[src/rtl/osrx_pkg.sv]
package osrx_pkg;

   typedef enum logic [1:0] {
      RX_IDLE  = 2'd0,
      RX_START = 2'd1,
      RX_DATA  = 2'd2,
      RX_STOP  = 2'd3
   } rx_state_e;

   function automatic logic maj3(input logic a, input logic b, input logic c);
      return (a & b) | (a & c) | (b & c);
   endfunction

endpackage

[src/rtl/osrx_sync.sv]
module osrx_sync #(
   parameter int STAGES = 2
) (
   input  logic clk,
   input  logic rst_n,
   input  logic d_i,
   output logic q_o
);
   logic [STAGES-1:0] chain_q;

   generate
      if (STAGES == 1) begin : g_single
         always_ff @(posedge clk or negedge rst_n)
            if (!rst_n) chain_q <= '1;
            else        chain_q <= d_i;
      end else begin : g_multi
         always_ff @(posedge clk or negedge rst_n)
            if (!rst_n) chain_q <= '1;
            else        chain_q <= {chain_q[STAGES-2:0], d_i};
      end
   endgenerate

   assign q_o = chain_q[STAGES-1];
endmodule

[src/rtl/osrx_vote.sv]
module osrx_vote
   import osrx_pkg::*;
#(
   parameter int CNT_W      = 5,
   parameter int VOTE_FIRST = 8
) (
   input  logic             clk,
   input  logic             rst_n,
   input  logic             tick_i,
   input  logic             active_i,
   input  logic [CNT_W-1:0] pos_i,
   input  logic             sample_i,
   output logic             ready_o,
   output logic             bit_o
);
   localparam logic [CNT_W-1:0] POS_A = CNT_W'(VOTE_FIRST);
   localparam logic [CNT_W-1:0] POS_B = CNT_W'(VOTE_FIRST + 1);
   localparam logic [CNT_W-1:0] POS_C = CNT_W'(VOTE_FIRST + 2);

   logic smp_a_q, smp_b_q;

   always_ff @(posedge clk or negedge rst_n) begin
      if (!rst_n) begin
         smp_a_q <= 1'b1;
         smp_b_q <= 1'b1;
      end else if (tick_i && active_i) begin
         if (pos_i == POS_A) smp_a_q <= sample_i;
         if (pos_i == POS_B) smp_b_q <= sample_i;
      end
   end

   assign ready_o = tick_i && active_i && (pos_i == POS_C);
   assign bit_o   = maj3(smp_a_q, smp_b_q, sample_i);
endmodule

[src/rtl/osrx_fsm.sv]
module osrx_fsm
   import osrx_pkg::*;
#(
   parameter int OVERSAMPLE = 16,
   parameter int VOTE_FIRST = 8,
   parameter int DATA_W     = 8
) (
   input  logic            clk,
   input  logic            rst_n,
   input  logic            tick_i,
   input  logic            rx_s_i,
   input  logic            en_i,
   input  logic            mode9_i,
   output logic            done_o,
   output logic [DATA_W:0] char_o,
   output logic            fe_o
);
   localparam int NB    = DATA_W + 1;
   localparam int CNT_W = $clog2(OVERSAMPLE + 1);
   localparam int IDX_W = $clog2(NB);
   localparam logic [CNT_W-1:0] POS_LAST = CNT_W'(OVERSAMPLE);
   localparam logic [IDX_W-1:0] IDX_8    = IDX_W'(DATA_W - 1);
   localparam logic [IDX_W-1:0] IDX_9    = IDX_W'(DATA_W);

   rx_state_e        state_q;
   logic [CNT_W-1:0] cnt_q, pos;
   logic [IDX_W-1:0] idx_q;
   logic [NB-1:0]    shift_q;
   logic             m9_q, prev_q, done_q, fe_q;
   logic             vote_rdy, vote_bit;

   assign pos = cnt_q + CNT_W'(1);

   osrx_vote #(.CNT_W(CNT_W), .VOTE_FIRST(VOTE_FIRST)) u_vote (
      .clk      (clk),
      .rst_n    (rst_n),
      .tick_i   (tick_i),
      .active_i (state_q != RX_IDLE),
      .pos_i    (pos),
      .sample_i (rx_s_i),
      .ready_o  (vote_rdy),
      .bit_o    (vote_bit)
   );

   always_ff @(posedge clk or negedge rst_n) begin
      if (!rst_n) begin
         state_q <= RX_IDLE;
         cnt_q   <= '0;
         idx_q   <= '0;
         shift_q <= '0;
         m9_q    <= 1'b0;
         prev_q  <= 1'b1;
         done_q  <= 1'b0;
         fe_q    <= 1'b0;
      end else begin
         done_q <= 1'b0;
         if (tick_i) prev_q <= rx_s_i;
         if (!en_i) begin
            state_q <= RX_IDLE;
         end else if (tick_i) begin
            unique case (state_q)
               RX_IDLE: begin
                  if (prev_q && !rx_s_i) begin
                     state_q <= RX_START;
                     cnt_q   <= CNT_W'(1);
                  end
               end
               RX_START: begin
                  cnt_q <= pos;
                  if (vote_rdy && vote_bit) begin
                     state_q <= RX_IDLE;
                  end else if (pos == POS_LAST) begin
                     cnt_q   <= '0;
                     idx_q   <= '0;
                     shift_q <= '0;
                     m9_q    <= mode9_i;
                     state_q <= RX_DATA;
                  end
               end
               RX_DATA: begin
                  cnt_q <= pos;
                  if (vote_rdy) shift_q[idx_q] <= vote_bit;
                  if (pos == POS_LAST) begin
                     cnt_q <= '0;
                     if (idx_q == (m9_q ? IDX_9 : IDX_8)) state_q <= RX_STOP;
                     else                               idx_q   <= idx_q + IDX_W'(1);
                  end
               end
               RX_STOP: begin
                  cnt_q <= pos;
                  if (vote_rdy) begin
                     fe_q    <= !vote_bit;
                     done_q  <= 1'b1;
                     state_q <= RX_IDLE;
                  end
               end
               default: state_q <= RX_IDLE;
            endcase
         end
      end
   end

   assign done_o = done_q;
   assign char_o = shift_q;
   assign fe_o   = fe_q;
endmodule

[src/rtl/osrx_hold.sv]
module osrx_hold #(
   parameter int DATA_W = 8
) (
   input  logic              clk,
   input  logic              rst_n,
   input  logic              done_i,
   input  logic [DATA_W:0]   char_i,
   input  logic              fe_i,
   input  logic              rd_i,
   output logic [DATA_W-1:0] data_o,
   output logic              bit9_o,
   output logic              valid_o,
   output logic              fe_o,
   output logic              ovr_o,
   output logic              ovr_pend_o
);
   logic [DATA_W-1:0] data_q;
   logic              bit9_q, valid_q, fe_q, ovr_q, pend_q;
   logic              rd_ok;

   assign rd_ok = rd_i && valid_q;

   always_ff @(posedge clk or negedge rst_n) begin
      if (!rst_n) begin
         data_q  <= '0;
         bit9_q  <= 1'b0;
         valid_q <= 1'b0;
         fe_q    <= 1'b0;
         ovr_q   <= 1'b0;
         pend_q  <= 1'b0;
      end else begin
         if (rd_ok) begin
            valid_q <= 1'b0;
            ovr_q   <= pend_q;
            pend_q  <= 1'b0;
         end
         if (done_i) begin
            if (valid_q && !rd_ok) begin
               pend_q <= 1'b1;
            end else begin
               data_q  <= char_i[DATA_W-1:0];
               bit9_q  <= char_i[DATA_W];
               fe_q    <= fe_i;
               valid_q <= 1'b1;
            end
         end
      end
   end

   assign data_o     = data_q;
   assign bit9_o     = bit9_q;
   assign valid_o    = valid_q;
   assign fe_o       = fe_q;
   assign ovr_o      = ovr_q;
   assign ovr_pend_o = pend_q;
endmodule

[src/rtl/osrx_receiver.sv]
module osrx_receiver #(
   parameter int OVERSAMPLE  = 16,
   parameter int VOTE_FIRST  = 8,
   parameter int DATA_W      = 8,
   parameter int SYNC_STAGES = 2
) (
   input  logic              clk,
   input  logic              rst_n,
   input  logic              tick_16x_i,
   input  logic              rx_i,
   input  logic              en_i,
   input  logic              mode9_i,
   input  logic              rd_i,
   output logic [DATA_W-1:0] rx_data_o,
   output logic              rx_bit9_o,
   output logic              rx_valid_o,
   output logic              frame_err_o,
   output logic              overrun_o
);
   generate
      if (OVERSAMPLE < VOTE_FIRST + 3) begin : g_bad_vote
         $error("vote window must end before the last oversample");
      end
      if (VOTE_FIRST < 2) begin : g_bad_first
         $error("vote window must start after the edge sample");
      end
      if (DATA_W < 1) begin : g_bad_width
         $error("DATA_W must be at least 1");
      end
      if (SYNC_STAGES < 1) begin : g_bad_sync
         $error("SYNC_STAGES must be at least 1");
      end
   endgenerate

   logic            rx_s;
   logic            char_done;
   logic [DATA_W:0] char_bits;
   logic            char_fe;
   logic            ovr_pend;

   osrx_sync #(.STAGES(SYNC_STAGES)) u_sync (
      .clk   (clk),
      .rst_n (rst_n),
      .d_i   (rx_i),
      .q_o   (rx_s)
   );

   osrx_fsm #(
      .OVERSAMPLE (OVERSAMPLE),
      .VOTE_FIRST (VOTE_FIRST),
      .DATA_W     (DATA_W)
   ) u_fsm (
      .clk     (clk),
      .rst_n   (rst_n),
      .tick_i  (tick_16x_i),
      .rx_s_i  (rx_s),
      .en_i    (en_i),
      .mode9_i (mode9_i),
      .done_o  (char_done),
      .char_o  (char_bits),
      .fe_o    (char_fe)
   );

   osrx_hold #(.DATA_W(DATA_W)) u_hold (
      .clk        (clk),
      .rst_n      (rst_n),
      .done_i     (char_done),
      .char_i     (char_bits),
      .fe_i       (char_fe),
      .rd_i       (rd_i),
      .data_o     (rx_data_o),
      .bit9_o     (rx_bit9_o),
      .valid_o    (rx_valid_o),
      .fe_o       (frame_err_o),
      .ovr_o      (overrun_o),
      .ovr_pend_o (ovr_pend)
   );
endmodule

[config.mk]
export PLATFORM = sky130hd
export DESIGN_NAME = osrx_receiver
export DESIGN_NICKNAME = d
export VERILOG_FILES = /design/src/rtl/osrx_pkg.sv /design/src/rtl/osrx_sync.sv /design/src/rtl/osrx_vote.sv /design/src/rtl/osrx_fsm.sv /design/src/rtl/osrx_hold.sv /design/src/rtl/osrx_receiver.sv
export SDC_FILE = /design/constraint.sdc
export NUM_CORES = 1
export LEC_CHECK = 0
export CAP_MARGIN = 10
export CORE_MARGIN = 3
export CORE_UTILIZATION = 45
export CTS_BUF_LIST = sky130_fd_sc_hd__clkbuf_16
export DETAILED_ROUTE_END_ITERATION = 8
export GPL_ROUTABILITY_DRIVEN = 0
export SKIP_CTS_REPAIR_TIMING = 1
export SYNTH_ARGS = -nofsm -noshare
export SYNTH_HDL_FRONTEND = slang
export SYNTH_HIERARCHICAL = 1
export SYNTH_SLANG_ARGS = --single-unit
export TNS_END_PERCENT = 30
[constraint.sdc]
create_clock -name clk -period 3.2 [get_ports clk]
set_input_delay 0.32 -clock clk [delete_from_list [all_inputs] [get_ports clk]]
set_output_delay 0.32 -clock clk [all_outputs]
set_load 0.03 [all_outputs]
# Yosys cells after proc, flatten, opt, wreduce, memory -nomap -nowiden
# Cells that the tools add are included.
[totals] inputBits=7 elab_cells=106 regBits=41
[op_classes] muxes=36 order_cmp=2 reduce_logical=22 n_eq_ne=20 n_addsub=2 n_bitwise=7
[ops] op="2-to-1 mux 9 bit" n=3
[ops] op="2-to-1 mux 4 bit" n=5
[ops] op="one-hot mux 5 bit (4 select lines)" n=1
[ops] op="one-hot mux 9 bit (2 select lines)" n=1
[ops] op="2-to-1 mux 2 bit" n=8
[ops] op="== test 5 x 4 -> 1 bit, second input constant" n=3
[ops] op="2-to-1 mux 5 bit" n=3
[ops] op="inequality test 3 x 2 -> 1 bit, second input constant" n=4
[ops] op="AND reduction 6 bit" n=2
[ops] op="2-to-1 mux 1 bit" n=11
[ops] op="bitwise mux 9 bit" n=1
[ops] op="inequality test 2 x 1 -> 1 bit, second input constant" n=4
[ops] op="one-hot mux 2 bit (4 select lines)" n=1
[ops] op="one-hot mux 4 bit (2 select lines)" n=1
[ops] op="logical AND 1 bit" n=7
[ops] op="AND reduction 7 bit" n=1
[ops] op="inequality test 2 bit, second input constant" n=3
[ops] op="AND reduction 2 bit" n=3
[ops] op="adder 5 x 1 -> 5 bit, second input constant" n=1
[ops] op="== test 5 bit, second input constant" n=1
[ops] op="< comparator 4 x 5 -> 1 bit, second input constant" n=1
[ops] op="AND reduction 5 bit" n=1
[ops] op="adder 4 x 1 -> 4 bit, second input constant" n=1
[ops] op="demux 1 bit (select 4 bit)" n=1
[ops] op="other kinds (13)" n=21

# Longest topological paths before layout
[logic_depth] word_depth=8 mapped_depth=10 depth_no_buf=10

# Modules after synthesis
# The synthesis kept the hierarchy.
[modules_own_cells] module="osrx_fsm" n_inst=1 seq_area_each_um2=601.8 area_each_um2=1462.7 cells_per_inst=148
[modules_own_cells] module="osrx_hold" n_inst=1 seq_area_each_um2=325.3 area_each_um2=541.8 cells_per_inst=30
[modules_own_cells] module="osrx_vote" n_inst=1 seq_area_each_um2=52.6 area_each_um2=136.4 cells_per_inst=11
[modules_own_cells] module="osrx_sync" n_inst=1 seq_area_each_um2=52.6 area_each_um2=52.6 cells_per_inst=2

# Worst setup path after synthesis
# OpenSTA, ideal clock, no wires.
[synth_path] path_type="register to register" from="reg u_fsm.cnt_q[0]" to="reg u_fsm.idx_q[2]" stages_incl_launch_ff=10 n_path_buf=0 setup_time_ps=78 period_less_slack_ps=2774 t_arrival_ps=2697 setup_slack_ps=426 path_cell_list="dfrtp_1 > ha_1 > nand3_1 > xnor2_1 > nand2b_1 > nor4b_1 > a21oi_1 > and2_1 > or3_1 > o2bb2ai_1"
[synth_via] elab_chain_len=6 word_cells_on_any_way=9 classes_between="add/sub: 1; eq/ne: 5; reduce/logical: 3"
[synth_rtl] item="start, declared" line_no="osrx_fsm.sv:26" text="logic [CNT_W-1:0] cnt_q, pos;"
[synth_rtl] item="start signal, assigned" line_no="osrx_fsm.sv:69" text="cnt_q <= pos;"
[synth_rtl] item="start signal, assigned" line_no="osrx_fsm.sv:81" text="cnt_q <= pos;"
[synth_rtl] item="start signal, assigned" line_no="osrx_fsm.sv:90" text="cnt_q <= pos;"
[synth_rtl] item="adder 5 x 1 -> 5 bit" line_no="osrx_fsm.sv:32" text="assign pos = cnt_q + CNT_W'(1);"
[synth_rtl] item="via u_fsm.pos[4]" line_no="osrx_fsm.sv:26"
[synth_rtl] item="== test 5 x 4 -> 1 bit" line_no="osrx_vote.sv:32" text="assign ready_o = tick_i && active_i && (pos_i == POS_C);"
[synth_rtl] item="logical AND 1 bit" line_no="osrx_vote.sv:32"
[synth_rtl] item="via u_fsm.vote_rdy" line_no="osrx_fsm.sv:30" text="logic vote_rdy, vote_bit;"
[synth_rtl] item="logical AND 1 bit" line_no="osrx_fsm.sv:70" text="if (vote_rdy && vote_bit) begin"
[synth_rtl] item="inequality test 2 bit (no line)"
[synth_rtl] item="AND reduction 7 bit (no line)"
[synth_rtl] item="end signal, assigned" line_no="osrx_fsm.sv:86" text="else idx_q <= idx_q + IDX_W'(1);"
[synth_rtl] item="end, declared" line_no="osrx_fsm.sv:27" text="logic [IDX_W-1:0] idx_q;"
# The timed path passes the listed nets, and every way through them passes these cells.
# A chain may end at the register's enable or synchronous reset.

# Final worst setup path
[layout_path] from="reg u_fsm.cnt_q[0]" to="reg u_fsm.shift_q[3] (netlist: u_fsm/char_o[3])"
[layout_via] elab_chain_len=6 word_cells_on_any_way=9 classes_between="add/sub: 1; eq/ne: 5; reduce/logical: 3"
[layout_rtl] item="adder 5 x 1 -> 5 bit *" line_no="osrx_fsm.sv:32"
[layout_rtl] item="via u_fsm.pos[4]" line_no="osrx_fsm.sv:26"
[layout_rtl] item="== test 5 x 4 -> 1 bit *" line_no="osrx_vote.sv:32"
[layout_rtl] item="logical AND 1 bit *" line_no="osrx_vote.sv:32"
[layout_rtl] item="via u_fsm.vote_rdy" line_no="osrx_fsm.sv:30"
[layout_rtl] item="logical AND 1 bit" line_no="osrx_fsm.sv:70"
[layout_rtl] item="inequality test 2 bit (no line)"
[layout_rtl] item="AND reduction 6 bit (no line) *"
[layout_rtl] item="end signal, assigned by index" line_no="osrx_fsm.sv:82" text="if (vote_rdy) shift_q[idx_q] <= vote_bit;"
[layout_rtl] item="end, declared" line_no="osrx_fsm.sv:28" text="logic [NB-1:0] shift_q;"
# Mark *: on every way through the listed nets, which the timed path passes. The rest lies on a longest branch.

==> impl_results.html <==
<table>
<tr><th>Metric</th><th>Value</th></tr>
<tr><th colspan="2">Drt</th></tr>
<tr><td>Initial drt markers</td><td>76</td></tr>
<tr><td>Total number of vias</td><td>1,540</td></tr>
<tr><td>Detail-routed via count per cell</td><td>5.54</td></tr>
<tr><td>Drt total wl</td><td>4.10 mm</td></tr>
<tr><td>Number of iterations in the first detailed-routing pass</td><td>4</td></tr>
<tr><td>Detailed-route wire length per cell</td><td>14.7 um</td></tr>
<tr><td>Post-route antenna net violation count</td><td>0</td></tr>
<tr><td>DRC errors left</td><td>0</td></tr>
<tr><th colspan="2">Synthesis</th></tr>
<tr><td>Fraction of the yosys area taken by sequential cells</td><td>47.1%</td></tr>
<tr><td>Cell taking the most area after synthesis</td><td>sky130_fd_sc_hd__dfrtp_1</td></tr>
<tr><td>Average instance area after synthesis</td><td>11.5 um2</td></tr>
<tr><td>Cells after Synth</td><td>191</td></tr>
<tr><td>Number of flops mapped to enable cells by yosys</td><td>0</td></tr>
<tr><td>Synthesized netlist net count</td><td>203</td></tr>
<tr><td>Dominant synthesized flop cell</td><td>sky130_fd_sc_hd__dfrtp_1</td></tr>
<tr><td>Library cells used by synthesis</td><td>58</td></tr>
<tr><td>Seq cells post-synth</td><td>41</td></tr>
<tr><td>Leading post-synthesis cells by cell area</td><td>sky130_fd_sc_hd__dfrtp_1 (41%), sky130_fd_sc_hd__mux2_4 (7.5%), sky130_fd_sc_hd__dfstp_2 (6.0%), sky130_fd_sc_hd__a221o_1 (3.7%), sky130_fd_sc_hd__nand2_1 (3.6%)</td></tr>
<tr><td>Post-synthesis cell area</td><td>0.00219 mm2</td></tr>
<tr><td>Area share of the largest cell type after synthesis</td><td>41.1%</td></tr>
<tr><td>Ys async rst share</td><td>100%</td></tr>
<tr><td>Yosys synthesis warning count</td><td>6</td></tr>
<tr><th colspan="2">Global route</th></tr>
<tr><td>GR met2 Demand/Resource</td><td>26.9%</td></tr>
<tr><td>Most congested layer reported by global routing</td><td>met2</td></tr>
<tr><td>Overflow left after global routing</td><td>0</td></tr>
<tr><td>Fraction of met3 tracks used by global routing</td><td>3.83%</td></tr>
<tr><td>First-pass GRT wire length</td><td>7.01 mm</td></tr>
<tr><td>Number of global-route vias before repair</td><td>1,565</td></tr>
<tr><td>All-layer global routing usage</td><td>16.0%</td></tr>
<tr><td>Pin count of the biggest net entering global routing</td><td>42</td></tr>
<tr><td>Antenna violations before repair</td><td>0</td></tr>
<tr><td>Fraction of met1 tracks used by global routing</td><td>20.3%</td></tr>
<tr><th colspan="2">Worst setup path</th></tr>
<tr><td>Startpoint Class</td><td>flop</td></tr>
<tr><td>Worst reg2reg startpoint</td><td>u_fsm/cnt_q[0]$_DFFE_PN0P_</td></tr>
<tr><td>Startpoint of the most critical setup path</td><td>u_fsm/cnt_q[0]$_DFFE_PN0P_</td></tr>
<tr><td>Slowest cell delay on critical path</td><td>0.43 ns</td></tr>
<tr><td>Path depth of the worst reg2reg path</td><td>11</td></tr>
<tr><td>Critical path capture point type</td><td>flop</td></tr>
<tr><td>Critical-path cell list</td><td>ha_1, nand3_1, xnor2_1, nand2b_1, nor4b_1, buf_4, a21oi_1, nand2_1, nor2_1, a32oi_4, a221o_1</td></tr>
<tr><td>Required @ worst endpoint</td><td>3.36 ns</td></tr>
<tr><td>Reg-to-Reg End</td><td>u_fsm/char_o[3]$_DFFE_PN0P_</td></tr>
<tr><td>Crit path kind</td><td>flop to flop</td></tr>
<tr><td>Critical Path End</td><td>u_fsm/char_o[3]$_DFFE_PN0P_</td></tr>
<tr><td>Internal reg-to-reg setup slack</td><td>0.57 ns</td></tr>
<tr><td>Cell at the slowest stage of the critical path</td><td>sky130_fd_sc_hd__dfrtp_1</td></tr>
<tr><td>Critical path arrival</td><td>2.79 ns</td></tr>
<tr><td>Worst-path maximum fanout</td><td>9</td></tr>
<tr><th colspan="2">CTS</th></tr>
<tr><td>Number of clock buffers inserted by TritonCTS</td><td>5</td></tr>
<tr><td>Clock latency on the worst-skew pair</td><td>0.28 ns</td></tr>
<tr><td>Worst-case clock buffer depth</td><td>2</td></tr>
<tr><td>Library cell used as clock root buffer</td><td>sky130_fd_sc_hd__clkbuf_16</td></tr>
<tr><td>CTS tree</td><td>done</td></tr>
<tr><td>Number of sinks on the clock net</td><td>41</td></tr>
<tr><td>Clock slew seen by the registers of the worst setup and hold paths</td><td>0.06 ns</td></tr>
<tr><td>Level count of the clock H-tree</td><td>2</td></tr>
<tr><th colspan="2">Timing</th></tr>
<tr><td>Max Transition Viols Final</td><td>0</td></tr>
<tr><td>Post-route clock skew</td><td>0.00703 ns</td></tr>
<tr><td>Final-layout worst hold slack</td><td>0.169 ns</td></tr>
<tr><td>Shortest period the worst path allows</td><td>2.63 ns</td></tr>
<tr><td>Portion of the clock cycle consumed by the worst path in the final layout</td><td>82.2%</td></tr>
<tr><td>Setup repair after global routing missed its margin</td><td>no</td></tr>
<tr><td>Final setup margin</td><td>0.570 ns</td></tr>
<tr><td>Final hold viol count</td><td>0</td></tr>
<tr><td>Slew at the pin closest to its max-slew limit</td><td>0.888 ns</td></tr>
<tr><td>Max transition margin</td><td>40.8%</td></tr>
<tr><td>Fmax</td><td>380 MHz</td></tr>
<tr><td>Final number of setup-violating endpoints</td><td>0</td></tr>
<tr><td>Total negative slack for setup checks</td><td>0 ns</td></tr>
<tr><th colspan="2">Pwr</th></tr>
<tr><td>Max rail drop VDD</td><td>215 uV</td></tr>
<tr><td>Cell leakage power</td><td>0.00123 uW</td></tr>
<tr><td>Clock power frac</td><td>41.0%</td></tr>
<tr><td>Switching part of the total power</td><td>25.3%</td></tr>
<tr><td>Pint</td><td>876 uW</td></tr>
<tr><td>Gate power share</td><td>10.9%</td></tr>
<tr><td>Portion of total power attributed to sequential cells</td><td>48.1%</td></tr>
<tr><td>Switching power summed over all nets</td><td>297 uW</td></tr>
<tr><td>Power density normalized to cell area</td><td>457 mW/mm2</td></tr>
<tr><th colspan="2">Die</th></tr>
<tr><td>Die Height</td><td>75.8 um</td></tr>
<tr><td>Floorplan die width</td><td>75.8 um</td></tr>
<tr><td>Std-Cell Core Area</td><td>0.00453 mm2</td></tr>
<tr><td>Std cell rows</td><td>24</td></tr>
<tr><td>Die area</td><td>0.00575 mm2</td></tr>
<tr><td>Num ports</td><td>19</td></tr>
<tr><td>Initial cell density of the core</td><td>48.4%</td></tr>
<tr><th colspan="2">Worst hold path</th></tr>
<tr><td>Path class of the lowest-slack min-delay path</td><td>input port to async pin</td></tr>
<tr><th colspan="2">Finish</th></tr>
<tr><td>FF/Latch Area</td><td>0.00103 mm2</td></tr>
<tr><td>Nets</td><td>224</td></tr>
<tr><td>Total area of multi-input combinational cells</td><td>0.00109 mm2</td></tr>
<tr><td>Filler-free cell count of the finished design</td><td>278</td></tr>
<tr><td>Share of cells above drive strength 1</td><td>18.8%</td></tr>
<tr><td>Signed area change from the synthesized netlist to the final layout</td><td>17.2%</td></tr>
<tr><td>Total inserted antenna cells</td><td>0</td></tr>
<tr><td>Number of filler cells placed in the layout</td><td>398</td></tr>
<tr><th colspan="2">Outcome</th></tr>
<tr><td>Result of the run</td><td>finished, final reports clean</td></tr>
<tr><th colspan="2">Place</th></tr>
<tr><td>Number of placed instances, taps included</td><td>270</td></tr>
<tr><td>IO buf count</td><td>18</td></tr>
<tr><td>Worst slack at placement</td><td>0.626 ns</td></tr>
<tr><td>HPWL after detailed placement</td><td>3.00 mm</td></tr>
<tr><th colspan="2">Job</th></tr>
<tr><td>Maxcap violations</td><td>0</td></tr>
</table>
==> cells in the mapped netlist (2+ instances only) <==
cell type                  instances
sky130_fd_sc_hd__a221o_1           8
sky130_fd_sc_hd__xor2_1            2
sky130_fd_sc_hd__nand4_1           3
sky130_fd_sc_hd__nor4_1            2
sky130_fd_sc_hd__o211a_1           2
sky130_fd_sc_hd__nand2_1          21
sky130_fd_sc_hd__inv_1            10
sky130_fd_sc_hd__a32o_1            3
sky130_fd_sc_hd__buf_2             3
sky130_fd_sc_hd__ha_1              5
sky130_fd_sc_hd__nor2_1            9
sky130_fd_sc_hd__mux2_4           11
sky130_fd_sc_hd__mux2_1            2
sky130_fd_sc_hd__and2_1            2
sky130_fd_sc_hd__a21oi_1           6
sky130_fd_sc_hd__dfrtp_1          36
sky130_fd_sc_hd__nor2b_1           3
sky130_fd_sc_hd__dfstp_2           5
sky130_fd_sc_hd__o21ai_0           8
sky130_fd_sc_hd__nand2b_1          3
sky130_fd_sc_hd__nand2_2           2
sky130_fd_sc_hd__nand3_1           4
sky130_fd_sc_hd__and3_1            6
==> worst min-delay path by stage <==
stage	start	cells past startpoint	endpoint	slack, ns
3_3_place_gp	u_sync/chain_q[0]$_DFF_PN1_	0	u_sync/chain_q[1]$_DFF_PN1_	0.35
4_1_cts	rst_n	1	u_fsm/state_q[0]$_DFFE_PN0P_	0.20
5_1_grt	rst_n	1	u_fsm/char_o[0]$_DFFE_PN0P_	0.25
2_1_floorplan	rst_n	0	u_fsm/char_o[0]$_DFFE_PN0P_	0.02
6_report	rst_n	1	u_hold/valid_o$_DFF_PN0_	0.17
3_5_place_dp	u_sync/chain_q[0]$_DFF_PN1_	0	u_sync/chain_q[1]$_DFF_PN1_	0.35
==> power groups by stage <==
stage | clock (uW) | combinational [uW] | sequential, uW
floorplan | 0 | 93.1 | 565
global placement | 0 | 122 | 570
detailed placement | 0 | 128 | 573
CTS | 496 | 129 | 564
global route | 521 | 144 | 567
finish | 481 | 128 | 565
==> cell usage in the layout, fill, tap and decap left out, drive strengths merged, types with 3 or more instances in the layout <==
cell type,count
dfrtp,36
ha,5
mux2,14
nor2,10
nor2b,3
nand2b,4
inv,10
a32o,3
a21oi,7
clkdlybuf4s50,17
nand3,4
a221o,8
dfstp,5
o21ai,9
and3,6
nand4,3
nand2,24
clkbuf,5
==> layer usage <==
layer / wire length [um] / vias up / part of all wire [%]
met5: 0 / - / 0
met1: 1960 / 761 / 48
met3: 167 / 6 / 4.1
met2: 1930 / 35 / 47
li1: - / 738 / -
met4: 40 / 0 / 0.98
==> state kept, by name, indices dropped and copies added, names as in the netlist, 2 cells and up, named ones only <==
| signal | count |
|---|---|
| u_fsm/cnt_q | 5 |
| u_sync/chain_q | 2 |
| u_fsm/idx_q | 4 |
| u_fsm/char_o | 9 |
| u_hold/data_o | 8 |
| u_fsm/state_q | 2 |
==> logic make-up after synthesis <==
kind of cell | share of synthesized area (%)
xor+xnor | 1.20
mux | 9.07
buf+inv | 3.08
fa+ha+maj | 3.31
flops | 47.1
simple gates | 20.4
compound gates | 15.9
==> metrics by stage <==
stage | total power, uW | cell area, um2 | util, %
2_1_floorplan | 658 | 2190 | -
3_3_place_gp | 691 | 2430 | 53.5
3_5_place_dp | 701 | 2430 | 53.5
4_1_cts | 1190 | 2570 | 56.7
5_1_grt | 1230 | 2570 | 56.7
6_report | 1170 | 2570 | 56.7
==> cell type report <==
cell class	instances	area share, %
multi-input cells	135	42.6
flip-flops and latches	41	40.2
repair buffers	19	7.11
clock buffers	5	4.87
well taps	65	3.16
inverters	10	1.46
clock inverters	3	0.682
==> worst max-delay path, delay by kind of cell (launching register included) <==
kind	cells	cell delay, ns
AO/OA/AOI/OAI	3	0.71
XOR/XNOR	1	0.20
adder cells (fa/ha/maj)	1	0.32
buffers and inverters	1	0.16
flip-flops	1	0.43
AND/OR/NAND/NOR	5	0.70
No activity file was read; power rests on OpenSTA's default activity.
